<file path="config.mk">
export PLATFORM = sky130hd
export DESIGN_NAME = scan_xor_compactor
export DESIGN_NICKNAME = d
export VERILOG_FILES = /design/src/rtl/scancmp_pkg.sv /design/src/rtl/scancmp_mask_reg.sv /design/src/rtl/scancmp_fold.sv /design/src/rtl/scancmp_temporal.sv /design/src/rtl/scan_xor_compactor.sv
export SDC_FILE = /design/constraint.sdc
export NUM_CORES = 1
export LEC_CHECK = 0
export BUFFER_PORTS_ARGS = -buffer_cell sky130_fd_sc_hd__buf_2
export CAP_MARGIN = 30
export CORE_ASPECT_RATIO = 0.75
export CORE_UTILIZATION = 40
export DETAILED_ROUTE_END_ITERATION = 10
export GPL_ROUTABILITY_DRIVEN = 0
export PLACE_DENSITY = 0.76
export SYNTH_ARGS = -nofsm -noshare
export SYNTH_HDL_FRONTEND = slang
export SYNTH_SLANG_ARGS = --single-unit
export TNS_END_PERCENT = 5
</file>
<file path="constraint.sdc">
create_clock -name clk -period 1.7 [get_ports clk]
set_clock_uncertainty 0.15 [all_clocks]
set_input_delay 0.085 -clock clk [delete_from_list [all_inputs] [get_ports clk]]
set_output_delay 0.085 -clock clk [all_outputs]
set_load 0.03 [all_outputs]
</file>
<file path="src/rtl/scancmp_pkg.sv">
package scancmp_pkg;

  typedef enum logic {
    PATH_FOLD   = 1'b0,
    PATH_DIRECT = 1'b1
  } path_e;

  // Parity of a bit vector packed into 64 bits; unused upper bits must be 0.
  function automatic logic parity64(input logic [63:0] v);
    logic p;
    p = 1'b0;
    for (int i = 0; i < 64; i++) p = p ^ v[i];
    return p;
  endfunction

endpackage

</file>
<file path="src/rtl/scancmp_mask_reg.sv">
module scancmp_mask_reg #(
  parameter int N_CHAINS = 16
) (
  input  logic                clk,
  input  logic                rst_n,
  input  logic                load,
  input  logic [N_CHAINS-1:0] mask_in,
  output logic [N_CHAINS-1:0] mask_q
);

  always_ff @(posedge clk or negedge rst_n) begin
    if (!rst_n)    mask_q <= '0;
    else if (load) mask_q <= mask_in;
  end

  // Mask only moves on a load strobe
  p_mask_hold_r4: assert property (@(posedge clk) disable iff (!rst_n)
    !load |=> $stable(mask_q));

  p_mask_take_r4: assert property (@(posedge clk) disable iff (!rst_n)
    load |=> (mask_q == $past(mask_in)));

endmodule

</file>
<file path="src/rtl/scancmp_fold.sv">
module scancmp_fold #(
  parameter int   N_CHAINS = 16,
  parameter logic FILL     = 1'b0
) (
  input  logic [N_CHAINS-1:0] chain_bits,
  input  logic [N_CHAINS-1:0] mask,
  output logic [N_CHAINS-1:0] filtered,
  output logic                parity
);
  import scancmp_pkg::*;

  localparam int PADW = 64;

  generate
    for (genvar g = 0; g < N_CHAINS; g++) begin : g_fill
      assign filtered[g] = mask[g] ? FILL : chain_bits[g];
    end
  endgenerate

  logic [PADW-1:0] padded;
  always_comb begin
    padded = '0;
    padded[N_CHAINS-1:0] = filtered;
  end

  assign parity = parity64(padded);

  initial begin
    assert (N_CHAINS >= 2 && N_CHAINS <= PADW)
      else $error("chain count out of supported range");
  end

endmodule

</file>
<file path="src/rtl/scancmp_temporal.sv">
module scancmp_temporal #(
  parameter int ACC_DEPTH = 4
) (
  input  logic clk,
  input  logic rst_n,
  input  logic hold_clear,
  input  logic step,
  input  logic bit_in,
  output logic grp_bit,
  output logic grp_valid
);

  localparam int CNT_W = (ACC_DEPTH > 2) ? $clog2(ACC_DEPTH) : 1;
  localparam logic [CNT_W-1:0] LAST = CNT_W'(ACC_DEPTH - 1);

  logic [CNT_W-1:0] phase_q;
  logic             acc_q;
  logic             group_done;
  logic             folded;

  assign group_done = step && !hold_clear && (phase_q == LAST);
  assign folded     = acc_q ^ bit_in;

  always_ff @(posedge clk or negedge rst_n) begin
    if (!rst_n) begin
      phase_q   <= '0;
      acc_q     <= 1'b0;
      grp_bit   <= 1'b0;
      grp_valid <= 1'b0;
    end else if (hold_clear) begin
      phase_q   <= '0;
      acc_q     <= 1'b0;
      grp_valid <= 1'b0;
    end else if (group_done) begin
      phase_q   <= '0;
      acc_q     <= 1'b0;
      grp_bit   <= folded;
      grp_valid <= 1'b1;
    end else if (step) begin
      phase_q   <= phase_q + 1'b1;
      acc_q     <= folded;
      grp_valid <= 1'b0;
    end else begin
      grp_valid <= 1'b0;
    end
  end

  p_valid_single_r8: assert property (@(posedge clk) disable iff (!rst_n)
    grp_valid |=> !grp_valid);

  p_clear_quiet_r9: assert property (@(posedge clk) disable iff (!rst_n)
    hold_clear |=> (!grp_valid && phase_q == '0));

  p_bit_moves_on_valid_r10: assert property (@(posedge clk) disable iff (!rst_n)
    !$stable(grp_bit) |-> grp_valid);

  initial begin
    assert (ACC_DEPTH >= 2) else $error("group depth must be at least 2");
  end

endmodule

</file>
<file path="src/rtl/scan_xor_compactor.sv">
module scan_xor_compactor #(
  parameter int   N_CHAINS  = 16,
  parameter int   ACC_DEPTH = 4,
  parameter logic FILL      = 1'b0,
  parameter int   SEL_W     = $clog2(N_CHAINS)
) (
  input  logic                clk,
  input  logic                rst_n,
  input  logic                shift_en,
  input  logic [N_CHAINS-1:0] chain_out,
  input  logic [N_CHAINS-1:0] mask_in,
  input  logic                mask_load,
  input  logic                bypass_en,
  input  logic [SEL_W-1:0]    bypass_sel,
  output logic                cmp_bit,
  output logic                s2_bit,
  output logic                s2_valid
);
  import scancmp_pkg::*;

  logic [N_CHAINS-1:0] mask_q;
  logic [N_CHAINS-1:0] filtered;
  logic                fold_parity;
  logic                direct_bit;
  logic                stage1_next;
  path_e               path;

  scancmp_mask_reg #(.N_CHAINS(N_CHAINS)) u_mask (
    .clk     (clk),
    .rst_n   (rst_n),
    .load    (mask_load),
    .mask_in (mask_in),
    .mask_q  (mask_q)
  );

  scancmp_fold #(.N_CHAINS(N_CHAINS), .FILL(FILL)) u_fold (
    .chain_bits (chain_out),
    .mask       (mask_q),
    .filtered   (filtered),
    .parity     (fold_parity)
  );

  assign path        = bypass_en ? PATH_DIRECT : PATH_FOLD;
  assign direct_bit  = chain_out[bypass_sel];
  assign stage1_next = (path == PATH_DIRECT) ? direct_bit : fold_parity;

  always_ff @(posedge clk or negedge rst_n) begin
    if (!rst_n)        cmp_bit <= 1'b0;
    else if (shift_en) cmp_bit <= stage1_next;
  end

  scancmp_temporal #(.ACC_DEPTH(ACC_DEPTH)) u_temporal (
    .clk        (clk),
    .rst_n      (rst_n),
    .hold_clear (bypass_en),
    .step       (shift_en),
    .bit_in     (stage1_next),
    .grp_bit    (s2_bit),
    .grp_valid  (s2_valid)
  );

  p_hold_r7: assert property (@(posedge clk) disable iff (!rst_n)
    !shift_en |=> $stable(cmp_bit));

  p_direct_r6: assert property (@(posedge clk) disable iff (!rst_n)
    (shift_en && bypass_en) |=> (cmp_bit == $past(chain_out[bypass_sel])));

  p_masked_filled_r5: assert property (@(posedge clk) disable iff (!rst_n)
    ((mask_q & filtered) == (mask_q & {N_CHAINS{FILL}})));

  p_unmasked_pass_r2: assert property (@(posedge clk) disable iff (!rst_n)
    ((~mask_q & filtered) == (~mask_q & chain_out)));

endmodule

</file>
==> impl_metrics.json <==
{
  "peakVddDrop_mv": 0.458,
  "fp.dieArea_um2": 3420,
  "period_needed_ns": 1.96,
  "failed_checks": "setup timing",
  "synth_commonest_cells": "dfrtp_1 (22), mux2_2 (17), xnor2_1 (16)",
  "hpwl_um": 1930,
  "hold_path.class": "in -> reg",
  "vias_per_cell": 4.76,
  "syn_to_final_growth_pct": 49.2,
  "worst_pin_slew_ns": 0.506,
  "maxSlewHeadroom_pct": 66.2,
  "drv_cap": 0,
  "first_pass_iters": 3,
  "avgSynthCellArea_um2": 13.7,
  "io_buffers": 43,
  "yosysWarnings": 0,
  "synth-main-ff-cell": "dfrtp_1",
  "powerDensity_nw_per_um2": 912,
  "post_route_cells_drive_above_1_share_pct": 61.8,
  "cp_slowest_cell": "dfrtp_1",
  "wl_per_cell_um": 12.7,
  "p_seq_share_pct": 37.2,
  "initialDrtViolationCount": 18,
  "synthTopCellsByArea": "dfrtp_1 (43%), mux2_2 (15%), xnor2_1 (11%)",
  "outcome": "finished with violations",
  "critPathCaptureType": "flip-flop",
  "path_cells": "nor2b_2 > xnor2_2 > xnor2_2 > xnor2_2 > xnor2_2 > buf_4 > xnor2_2 > mux2_4",
  "holdPathEnd": "cmp_bit",
  "grt_usage_pct": 17.1,
  "htreeDepth": 1,
  "synth_edf_count": 0,
  "max_freq_mhz": 511,
  "start_util_pct": 42.8,
  "synth_most_common_cell": "dfrtp_1",
  "cts_buffers": 3,
  "hold_path_startpoint": "shift_en",
  "syn_nets": 135,
  "critPathKind": "reg -> reg",
  "p_comb_share_pct": 44.4,
  "stdcell_count": 195,
  "ant_nets": 0,
  "setup_ws_ns": -0.258,
  "cp-start-kind": "flip-flop",
  "reg2regPathDepth": 8,
  "numClockSinks": 22,
  "ys_types": 19,
  "nets": 201,
  "totalWireLength_um": 2470,
  "synthCells": 93,
  "p_leak_nw": 0.893,
  "finalHoldViolCount": 0,
  "antenna_found_initial": 0,
  "cts_max_path_buffers": 2,
  "cts_root_buf": "clkbuf_8",
  "overflow": 0,
  "r2r-end": "u_temporal.grp_bit",
  "crit_buf_inv": 1,
  "seq_area_frac_synth_pct": 43.2,
  "clk_pin_slew_ns": 0.08,
  "synth_top_area_share_pct": 43.2,
  "p_clk_share_pct": 18.4,
  "grt_max_degree": 23,
  "ys_async_sr_fraction_pct": 100,
  "whs_ns": 0.0143,
  "cts_tree": "yes",
  "pin_count": 44,
  "numPlacedInstances": 171,
  "grt_pass1_vias": 939,
  "rsz0062_at_grt": "true",
  "path_max_fanout": 3,
  "post-route-period-util_pct": 115,
  "drc": 0,
  "r2r-start": "u_mask.mask_q[4]",
  "die_h_um": 50.9,
  "ys_seq_elements": 22,
  "grt_pass1_wl_um": 4170,
  "crit_family": "XOR/XNOR gates",
  "cpPeakStageDelay_ns": 0.40,
  "p_switching_mw": 0.513,
  "setup_viol": 2,
  "p_int_mw": 1.22,
  "finalPower_mw": 1.73,
  "clock_latency_ns": 0.26,
  "slew_viol_final": 0,
  "fill_cells": 231,
  "rows": 17,
  "cp.required_ns": 1.70,
  "p_sw_share_pct": 29.6,
  "n_antenna_cell": 0,
  "placeableCoreArea_um2": 2980,
  "fin_util_pct": 63.8,
  "cpMostUsedCell": "xnor2_2",
  "critPathArrivalTime_ns": 1.96,
  "r2r_setup_slack_ns": -0.26,
  "netlist_area_um2": 1270,
  "die_x_um": 67.2,
  "vias": 929,
  "yosysTopAreaCell": "dfrtp_1",
  "hold_path_depth": 3
}
==> worst min-delay path, stage by stage <==
cell and delay (ns):
buf_2 0.14, nor2_1 0.12, a21oi_1 0.04
==> metrics by stage <==
stage          setup slack, ns  setup TNS [ns]  instance area [um2]
2_1_floorplan           -0.108          -0.171                 1280
3_5_place_dp            -0.261          -0.498                 1530
3_3_place_gp            -0.196          -0.421                 1530
5_1_grt                 -0.333          -0.690                 1900
6_report                -0.258          -0.446                 1900
4_1_cts                 -0.280          -0.526                 1770
==> layout make-up <==
cell class	instances	area [um2]	share of cell area [%]
repair buffers	64	423	22.3
well taps	38	47.5	2.50
flip-flops and latches	22	551	29.0
multi-input cells	67	835	43.9
clock buffers	3	41.3	2.17
inverters	1	3.75	0.197
==> power by group through the flow <==
stage | logic, mW | registers [mW] | clock network [mW]
2_1_floorplan | 0.403 | 0.684 | 0
3_3_place_gp | 0.557 | 0.649 | 0
3_5_place_dp | 0.576 | 0.653 | 0
4_1_cts | 0.616 | 0.643 | 0.331
5_1_grt | 0.831 | 0.655 | 0.356
6_report | 0.770 | 0.645 | 0.318
==> per-layer routing <==
layer	share of wire (%)	up-vias	global-route usage [%]
met2	53	27	30.5
met4	0.36	0	4.26
met3	4.5	2	4.69
met5	0	-	0
li1	-	449	-
met1	42	451	20.1
==> worst max path at each step <==
| stage | start | end | slack, ns | depth (start not counted) |
|---|---|---|---|---|
| 3_3_place_gp | u_mask.mask_q[10] | u_temporal.acc_q | -0.20 | 8 |
| 2_1_floorplan | u_mask.mask_q[10] | u_temporal.acc_q | -0.11 | 8 |
| 4_1_cts | u_mask.mask_q[5] | u_temporal.acc_q | -0.28 | 8 |
| 5_1_grt | u_mask.mask_q[11] | u_temporal.grp_bit | -0.33 | 8 |
| 6_report | u_mask.mask_q[4] | u_temporal.grp_bit | -0.26 | 8 |
| 3_5_place_dp | u_mask.mask_q[9] | u_temporal.acc_q | -0.26 | 8 |
==> what timing repair did <==
action                                  in CTS  in global routing
buffers inserted                             0                  1
hold buffers                                19                  1
pin swaps                                    0                 10
resized for setup                            1                 16
hold endpoints to repair                    42                  2
endpoints found under the setup margin       3                  3
==> flip-flops by register name (all words and copies together) (netlist names) <==
register,cells
u_temporal.phase_q,2
cmp_bit,1
u_temporal.grp_valid,1
u_temporal.grp_bit,1
u_mask.mask_q,16
u_temporal.acc_q,1
==> cell families (layout without fill, tap and decap cells) <==
logic type / after synthesis / count (layout) / synth area share [%]
muxes: 25 / 25 / 26.2
DFF: 22 / 22 / 43.2
and+or+nand+nor: 22 / 22 / 15.1
xor gates and xnor gates: 17 / 17 / 12.3
buffers and inverters: 4 / 68 / 1.28
AOI/OAI and AO/OA: 2 / 2 / 0.884
adders and majority gates: 1 / 1 / 0.982
==> placed cells by master (no fill, tap or decap), drive strengths merged, types with 3 or more instances in the layout <==
cell	instances
buf	44
clkbuf	3
dfrtp	22
dlygate4sd3	20
mux2	17
mux2i	3
mux4	5
nand2b	3
nor2	3
nor2b	15
xnor2	17
No activity file was read; power rests on OpenSTA's default activity.
